[config.mk]
export PLATFORM = sky130hd
export DESIGN_NAME = acc_alu
export DESIGN_NICKNAME = d
export VERILOG_FILES = /design/src/rtl/acc_alu_pkg.sv /design/src/rtl/acc_alu_dp.sv /design/src/rtl/acc_alu_flags.sv /design/src/rtl/acc_alu.sv
export SDC_FILE = /design/constraint.sdc
export NUM_CORES = 1
export LEC_CHECK = 0
export ABC_AREA = 0
export BUFFER_PORTS_ARGS = -buffer_cell sky130_fd_sc_hd__buf_4
export CAP_MARGIN = 20
export CORE_ASPECT_RATIO = 0.5
export CORE_MARGIN = 10
export CORE_UTILIZATION = 50
export DETAILED_ROUTE_END_ITERATION = 7
export PLACE_DENSITY = 0.83
export SYNTH_ARGS = -nofsm -noshare
export SYNTH_HDL_FRONTEND = slang
export SYNTH_SLANG_ARGS = --single-unit
export TNS_END_PERCENT = 5
[constraint.sdc]
create_clock -name clk_i -period 3.2 [get_ports clk_i]
set_input_delay 0.48 -clock clk_i [delete_from_list [all_inputs] [get_ports clk_i]]
set_output_delay 0.48 -clock clk_i [all_outputs]
set_load 0.02 [all_outputs]
[src/rtl/acc_alu_pkg.sv]
package acc_alu_pkg;
  typedef enum logic [3:0] {
    OP_ADD  = 4'd0,  OP_SUB  = 4'd1,  OP_AND  = 4'd2,  OP_OR   = 4'd3,
    OP_XOR  = 4'd4,  OP_INC  = 4'd5,  OP_DEC  = 4'd6,  OP_COM  = 4'd7,
    OP_CLR  = 4'd8,  OP_MOVF = 4'd9,  OP_SWAP = 4'd10, OP_RLC  = 4'd11,
    OP_RRC  = 4'd12, OP_BSET = 4'd13, OP_BCLR = 4'd14, OP_MOVW = 4'd15
  } alu_op_e;

  localparam int FLG_C   = 0;
  localparam int FLG_DC  = 1;
  localparam int FLG_Z   = 2;
  localparam int NUM_FLG = 3;

  // per-opcode set of flags allowed to change
  function automatic logic [NUM_FLG-1:0] flag_mask(alu_op_e op);
    logic [NUM_FLG-1:0] m;
    m = '0;
    unique case (op)
      OP_ADD, OP_SUB:                 m = '1;
      OP_AND, OP_OR, OP_XOR, OP_INC,
      OP_DEC, OP_COM, OP_CLR, OP_MOVF: m[FLG_Z] = 1'b1;
      OP_RLC, OP_RRC:                 m[FLG_C] = 1'b1;
      default:                        m = '0;
    endcase
    return m;
  endfunction
endpackage

[src/rtl/acc_alu_dp.sv]
module acc_alu_dp
  import acc_alu_pkg::*;
#(
  parameter int DW = 8,
  localparam int HW = DW / 2,
  localparam int IW = $clog2(DW)
) (
  input  alu_op_e               op_i,
  input  logic [DW-1:0]         w_i,
  input  logic [DW-1:0]         opnd_i,
  input  logic [IW-1:0]         bit_idx_i,
  input  logic                  c_i,
  output logic [DW-1:0]         res_o,
  output logic [NUM_FLG-1:0]    flg_o
);
  logic [DW:0] sum, diff;
  logic [HW:0] hsum, hdiff;
  logic        c_new, dc_new;

  always_comb begin
    sum   = {1'b0, w_i} + {1'b0, opnd_i};
    hsum  = {1'b0, w_i[HW-1:0]} + {1'b0, opnd_i[HW-1:0]};
    // operand - W as operand + ~W + 1; top bit is the no-borrow indication
    diff  = {1'b0, opnd_i} + {1'b0, ~w_i} + (DW+1)'(1);
    hdiff = {1'b0, opnd_i[HW-1:0]} + {1'b0, ~w_i[HW-1:0]} + (HW+1)'(1);
    res_o  = opnd_i;
    c_new  = c_i;
    dc_new = 1'b0;
    unique case (op_i)
      OP_ADD:  begin res_o = sum[DW-1:0];  c_new = sum[DW];  dc_new = hsum[HW];  end
      OP_SUB:  begin res_o = diff[DW-1:0]; c_new = diff[DW]; dc_new = hdiff[HW]; end
      OP_AND:  res_o = w_i & opnd_i;
      OP_OR:   res_o = w_i | opnd_i;
      OP_XOR:  res_o = w_i ^ opnd_i;
      OP_INC:  res_o = opnd_i + DW'(1);
      OP_DEC:  res_o = opnd_i - DW'(1);
      OP_COM:  res_o = ~opnd_i;
      OP_CLR:  res_o = '0;
      OP_MOVF: res_o = opnd_i;
      OP_SWAP: res_o = {opnd_i[HW-1:0], opnd_i[DW-1:HW]};
      OP_RLC:  begin res_o = {opnd_i[DW-2:0], c_i}; c_new = opnd_i[DW-1]; end
      OP_RRC:  begin res_o = {c_i, opnd_i[DW-1:1]}; c_new = opnd_i[0];    end
      OP_BSET: res_o[bit_idx_i] = 1'b1;
      OP_BCLR: res_o[bit_idx_i] = 1'b0;
      OP_MOVW: res_o = w_i;
      default: res_o = opnd_i;
    endcase
    flg_o         = '0;
    flg_o[FLG_C]  = c_new;
    flg_o[FLG_DC] = dc_new;
    flg_o[FLG_Z]  = (res_o == '0);
  end
endmodule

[src/rtl/acc_alu_flags.sv]
module acc_alu_flags
  import acc_alu_pkg::*;
#(
  parameter int DW = 8
) (
  input  logic               clk_i,
  input  logic               rst_ni,
  input  logic [NUM_FLG-1:0] we_i,
  input  logic [NUM_FLG-1:0] flg_i,
  output logic [DW-1:0]      status_o
);
  logic [NUM_FLG-1:0] flg_q;

  for (genvar i = 0; i < NUM_FLG; i++) begin : g_flag
    always_ff @(posedge clk_i or negedge rst_ni) begin
      if (!rst_ni)    flg_q[i] <= 1'b0;
      else if (we_i[i]) flg_q[i] <= flg_i[i];
    end
  end

  assign status_o = {{(DW-NUM_FLG){1'b0}}, flg_q};
endmodule

[src/rtl/acc_alu.sv]
module acc_alu
  import acc_alu_pkg::*;
#(
  parameter int DW = 8,
  localparam int IW = $clog2(DW)
) (
  input  logic          clk_i,
  input  logic          rst_ni,
  input  logic          valid_i,
  input  logic [3:0]    op_i,
  input  logic          lit_sel_i,
  input  logic          dest_file_i,
  input  logic [DW-1:0] lit_i,
  input  logic [DW-1:0] file_i,
  input  logic [IW-1:0] bit_idx_i,
  output logic [DW-1:0] result_o,
  output logic          file_we_o,
  output logic [DW-1:0] acc_o,
  output logic [DW-1:0] status_o
);
  alu_op_e            op;
  logic [DW-1:0]      opnd, w_q, res;
  logic [NUM_FLG-1:0] flg_new, flg_we;

  assign op   = alu_op_e'(op_i);
  assign opnd = lit_sel_i ? lit_i : file_i;

  acc_alu_dp #(.DW(DW)) u_dp (
    .op_i      (op),
    .w_i       (w_q),
    .opnd_i    (opnd),
    .bit_idx_i (bit_idx_i),
    .c_i       (status_o[FLG_C]),
    .res_o     (res),
    .flg_o     (flg_new)
  );

  assign flg_we = flag_mask(op) & {NUM_FLG{valid_i}};

  acc_alu_flags #(.DW(DW)) u_flags (
    .clk_i    (clk_i),
    .rst_ni   (rst_ni),
    .we_i     (flg_we),
    .flg_i    (flg_new),
    .status_o (status_o)
  );

  always_ff @(posedge clk_i or negedge rst_ni) begin
    if (!rst_ni)                     w_q <= '0;
    else if (valid_i && !dest_file_i) w_q <= res;
  end

  assign result_o  = res;
  assign file_we_o = valid_i & dest_file_i;
  assign acc_o     = w_q;
endmodule

==> impl_metrics.py <==
metrics = {
    "timing": {
        "slew_violations": 0,
        "fmax_mhz": 312.8,
        "relSlewSlack": 0.5321,
        "max_slew.worst_pin.slew_ns": 0.6954,
        "fin_worst_skew_ns": 0.001642,
        "final.min_clock_period_ns": 3.197,
        "hold_viol": 0,
        "final-setup-viol-count": 0,
        "grt_setup_unrepaired": "true",
        "period_share": 0.9991,
    },
    "setup_path": {
        "crit_type": "in2out",
        "r2r-start": "acc_o[0]$_DFFE_PN0P_",
        "cp-start-kind": "primary input",
        "r2r-end": "u_flags.status_o[2]$_DFFE_PN0P_",
        "ff2ff_path_depth": 10,
        "worst-r2r-setup-slack_ns": 0.45,
        "crit_start": "lit_sel_i",
        "path_max_fanout": 6,
        "end_kind": "output pin",
        "cp.arrival_ns": 2.72,
        "cp.required_ns": 2.72,
    },
    "drt": {
        "vias": 3554,
        "drc": 0,
        "final_antenna_net_count": 0,
        "wl_mm": 11.59,
        "wire_per_inst_um": 20.44,
        "post_drt_via_cell_ratio": 6.268,
        "dr.first_iter.drc_count": 469,
        "first_pass_iters": 6,
    },
    "yosys": {
        "synth_top_family_by_area": "compound AO/OA/AOI/OAI gates",
        "ys_top_cells_by_area": "dfrtp_1 9.9%, ha_1 9.9%, a21oi_1 5.6%",
        "synth-seq-cells": 11,
        "synth-seq-area-share": 0.09861,
        "synth_compound_area_frac": 0.3200,
        "ys_async_sr_fraction": 1.000,
        "synth_top_area_frac": 0.09861,
        "synth-simple-area-share": 0.2680,
        "synth-edff-count": 0,
        "ys_dominant_reg_cell": "dfrtp_1",
        "yosys.area_share.xor_xnor": 0.05020,
        "avgSynthCellArea_um2": 7.031,
        "yosysWarnings": 0,
        "synth_cells": 397,
        "synthDistinctLibCells": 70,
        "synth_fa_ha_area_frac": 0.1130,
        "syn_area_um2": 2791,
        "synth.mux.area_fraction": 0.05693,
        "synth_top_cell_by_area": "dfrtp_1",
    },
    "grt": {
        "grt.overflow.total": 0,
        "grt_pass1_wl_mm": 17.48,
        "grt_max_degree": 37,
        "grtUsageTotal": 0.2337,
        "grt_pass1_vias": 3350,
        "antenna_found_initial": 0,
    },
    "clocking": {
        "htreeDepth": 1,
        "insertion_delay_ns": 0.24,
        "clk_path_buf_depth": 2,
        "cts_tree": "built",
        "postCtsHoldBufs": 0,
        "cts.sinks": 11,
        "clockRootBuffer": "clkbuf_8",
        "path_clk_slew_ns": 0.05,
        "cts_buffers": 3,
    },
    "floorplan": {
        "ioPinCount": 53,
        "die_area_um2": 9153,
        "die_h_um": 72.84,
        "start_util": 0.5128,
        "die_w_um": 125.7,
        "row_count": 19,
        "core_um2": 5444,
    },
    "power_and_ir_drop": {
        "p_per_area_nw_per_um2": 416.1,
        "leakage_nw": 1.697,
        "ir_drop_mv": 0.4989,
    },
    "worst_hold_path": {
        "hold_class": "in2async",
    },
    "placement": {
        "io_buffers": 47,
        "dp_cells": 561,
        "routabilityCongestion": 1.037,
        "dpl.hpwl_mm": 9.010,
    },
    "layout": {
        "areaGrowthSynthToFinish_pct": 38.64,
        "final_common_cell": "buf_4",
        "fin_util": 0.7109,
        "antenna_cells": 0,
        "fin_nets": 547,
        "nFillCells": 449,
        "final_cell_mix": "117 x buf_4, 36 x nor2_1, 30 x o21ai_0, 30 x nand2_1, 26 x a21oi_1",
        "finalNonFillerCells": 567,
        "drive_above_1_share": 0.3340,
    },
    "outcome": {
        "status": "finished, final reports clean",
    },
    "run": {
        "drv_cap": 0,
    },
}
logic make-up (layout without fill, tap and decap cells):
group	count (synthesis)	after routing
other	1	5
multiplexers	11	11
XOR/XNOR	16	16
buffers and inverters	58	151
flip-flops	11	11
adder cells (fa/ha/maj)	24	24
AO/OA/AOI/OAI	134	134
AND/OR/NAND/NOR	142	142
how the worst max path moves through the flow:
stage	endpoint	slack, ns	cells after the start
after detailed placement	result_o[7]	-0.18	12
after global routing	result_o[7]	-0.12	14
after global placement	result_o[7]	-0.12	12
after floorplan	result_o[7]	-0.06	12
after CTS	result_o[7]	0.007	12
final	result_o[7]	0.003	14
where the power goes:
part | switching, W | internal [W]
combinational | 0.000661 | 0.000582
sequential | 0.0000539 | 0.000172
clock | 0.0000544 | 0.0000876
total | 0.000769 | 0.000841
synth_stat cells (4+ instances only):
cell	number
a211oi_1	5
buf_2	7
nand2b_1	10
a2111oi_0	4
dfrtp_1	11
clkbuf_1	17
nor4_1	5
nand3_1	12
a32oi_1	6
xor2_1	4
buf_4	6
a22oi_1	5
nor3_1	10
nor3b_1	4
a21oi_1	31
inv_2	4
a31oi_1	4
nor2b_1	7
nand2_1	30
o21ai_0	31
inv_1	22
a21o_1	6
ha_1	22
or3_1	4
o22ai_1	5
nor2_1	36
xnor2_1	12
flip-flops by register name (all words and copies together), names as in the netlist:
| register | cells |
|---|---|
| acc_o | 8 |
| u_flags.status_o | 3 |
worst max-delay path, stage by stage:
cell and delay, ns:
buf_12 0.12, mux2i_4 0.23, inv_2 0.09, ha_1 0.30, buf_4 0.15, nand2b_4 0.07
a21oi_2 0.06, o21a_1 0.20, o41a_1 0.35, xnor2_1 0.17, nor2_1 0.07, a211oi_2 0.24
inv_2 0.06, buf_6 0.13
what timing repair did:
| item | 4_1_cts | 5_1_grt |
|---|---|---|
| pin swaps | 3 | 4 |
| gates cloned | 0 | 0 |
| endpoints found under the setup margin | 3 | 6 |
| setup buffers | 2 | 0 |
| gates resized for setup | 8 | 19 |
layer usage:
layer / routed length, um / track usage
met1: 4881 / 0.3049
met3: 1803 / 0.1030
met4: 199 / 0.06091
met5: 0 / 0
met2: 4705 / 0.3418
area by class of cell:
type / count / area, um2 / area share
clock buffer: 4 / 45.04 / 0.01164
inverter: 27 / 103.9 / 0.02683
multi-input combinational: 332 / 2425 / 0.6266
sequential: 11 / 275.3 / 0.07113
tap: 73 / 91.34 / 0.02360
timing repair buffer: 120 / 929.6 / 0.2402
per-stage QoR:
step | setup slack [ns] | instance area [um2] | setup TNS [ns] | total power (W) | hold slack [ns]
6_report | 0.002771 | 3870 | 0 | 0.001610 | 0.06577
5_1_grt | -0.1200 | 3870 | -0.2331 | 0.001716 | 0.06481
4_1_cts | 0.006608 | 3791 | 0 | 0.001538 | 0.06157
3_5_place_dp | -0.1813 | 3674 | -0.3925 | 0.001351 | 0.3230
3_3_place_gp | -0.1193 | 3674 | -0.1536 | 0.001334 | 0.3207
2_1_floorplan | -0.05565 | 2854 | -0.05565 | 0.0008908 | 0.1844
Note: power is estimated with default switching activity, not from simulation.
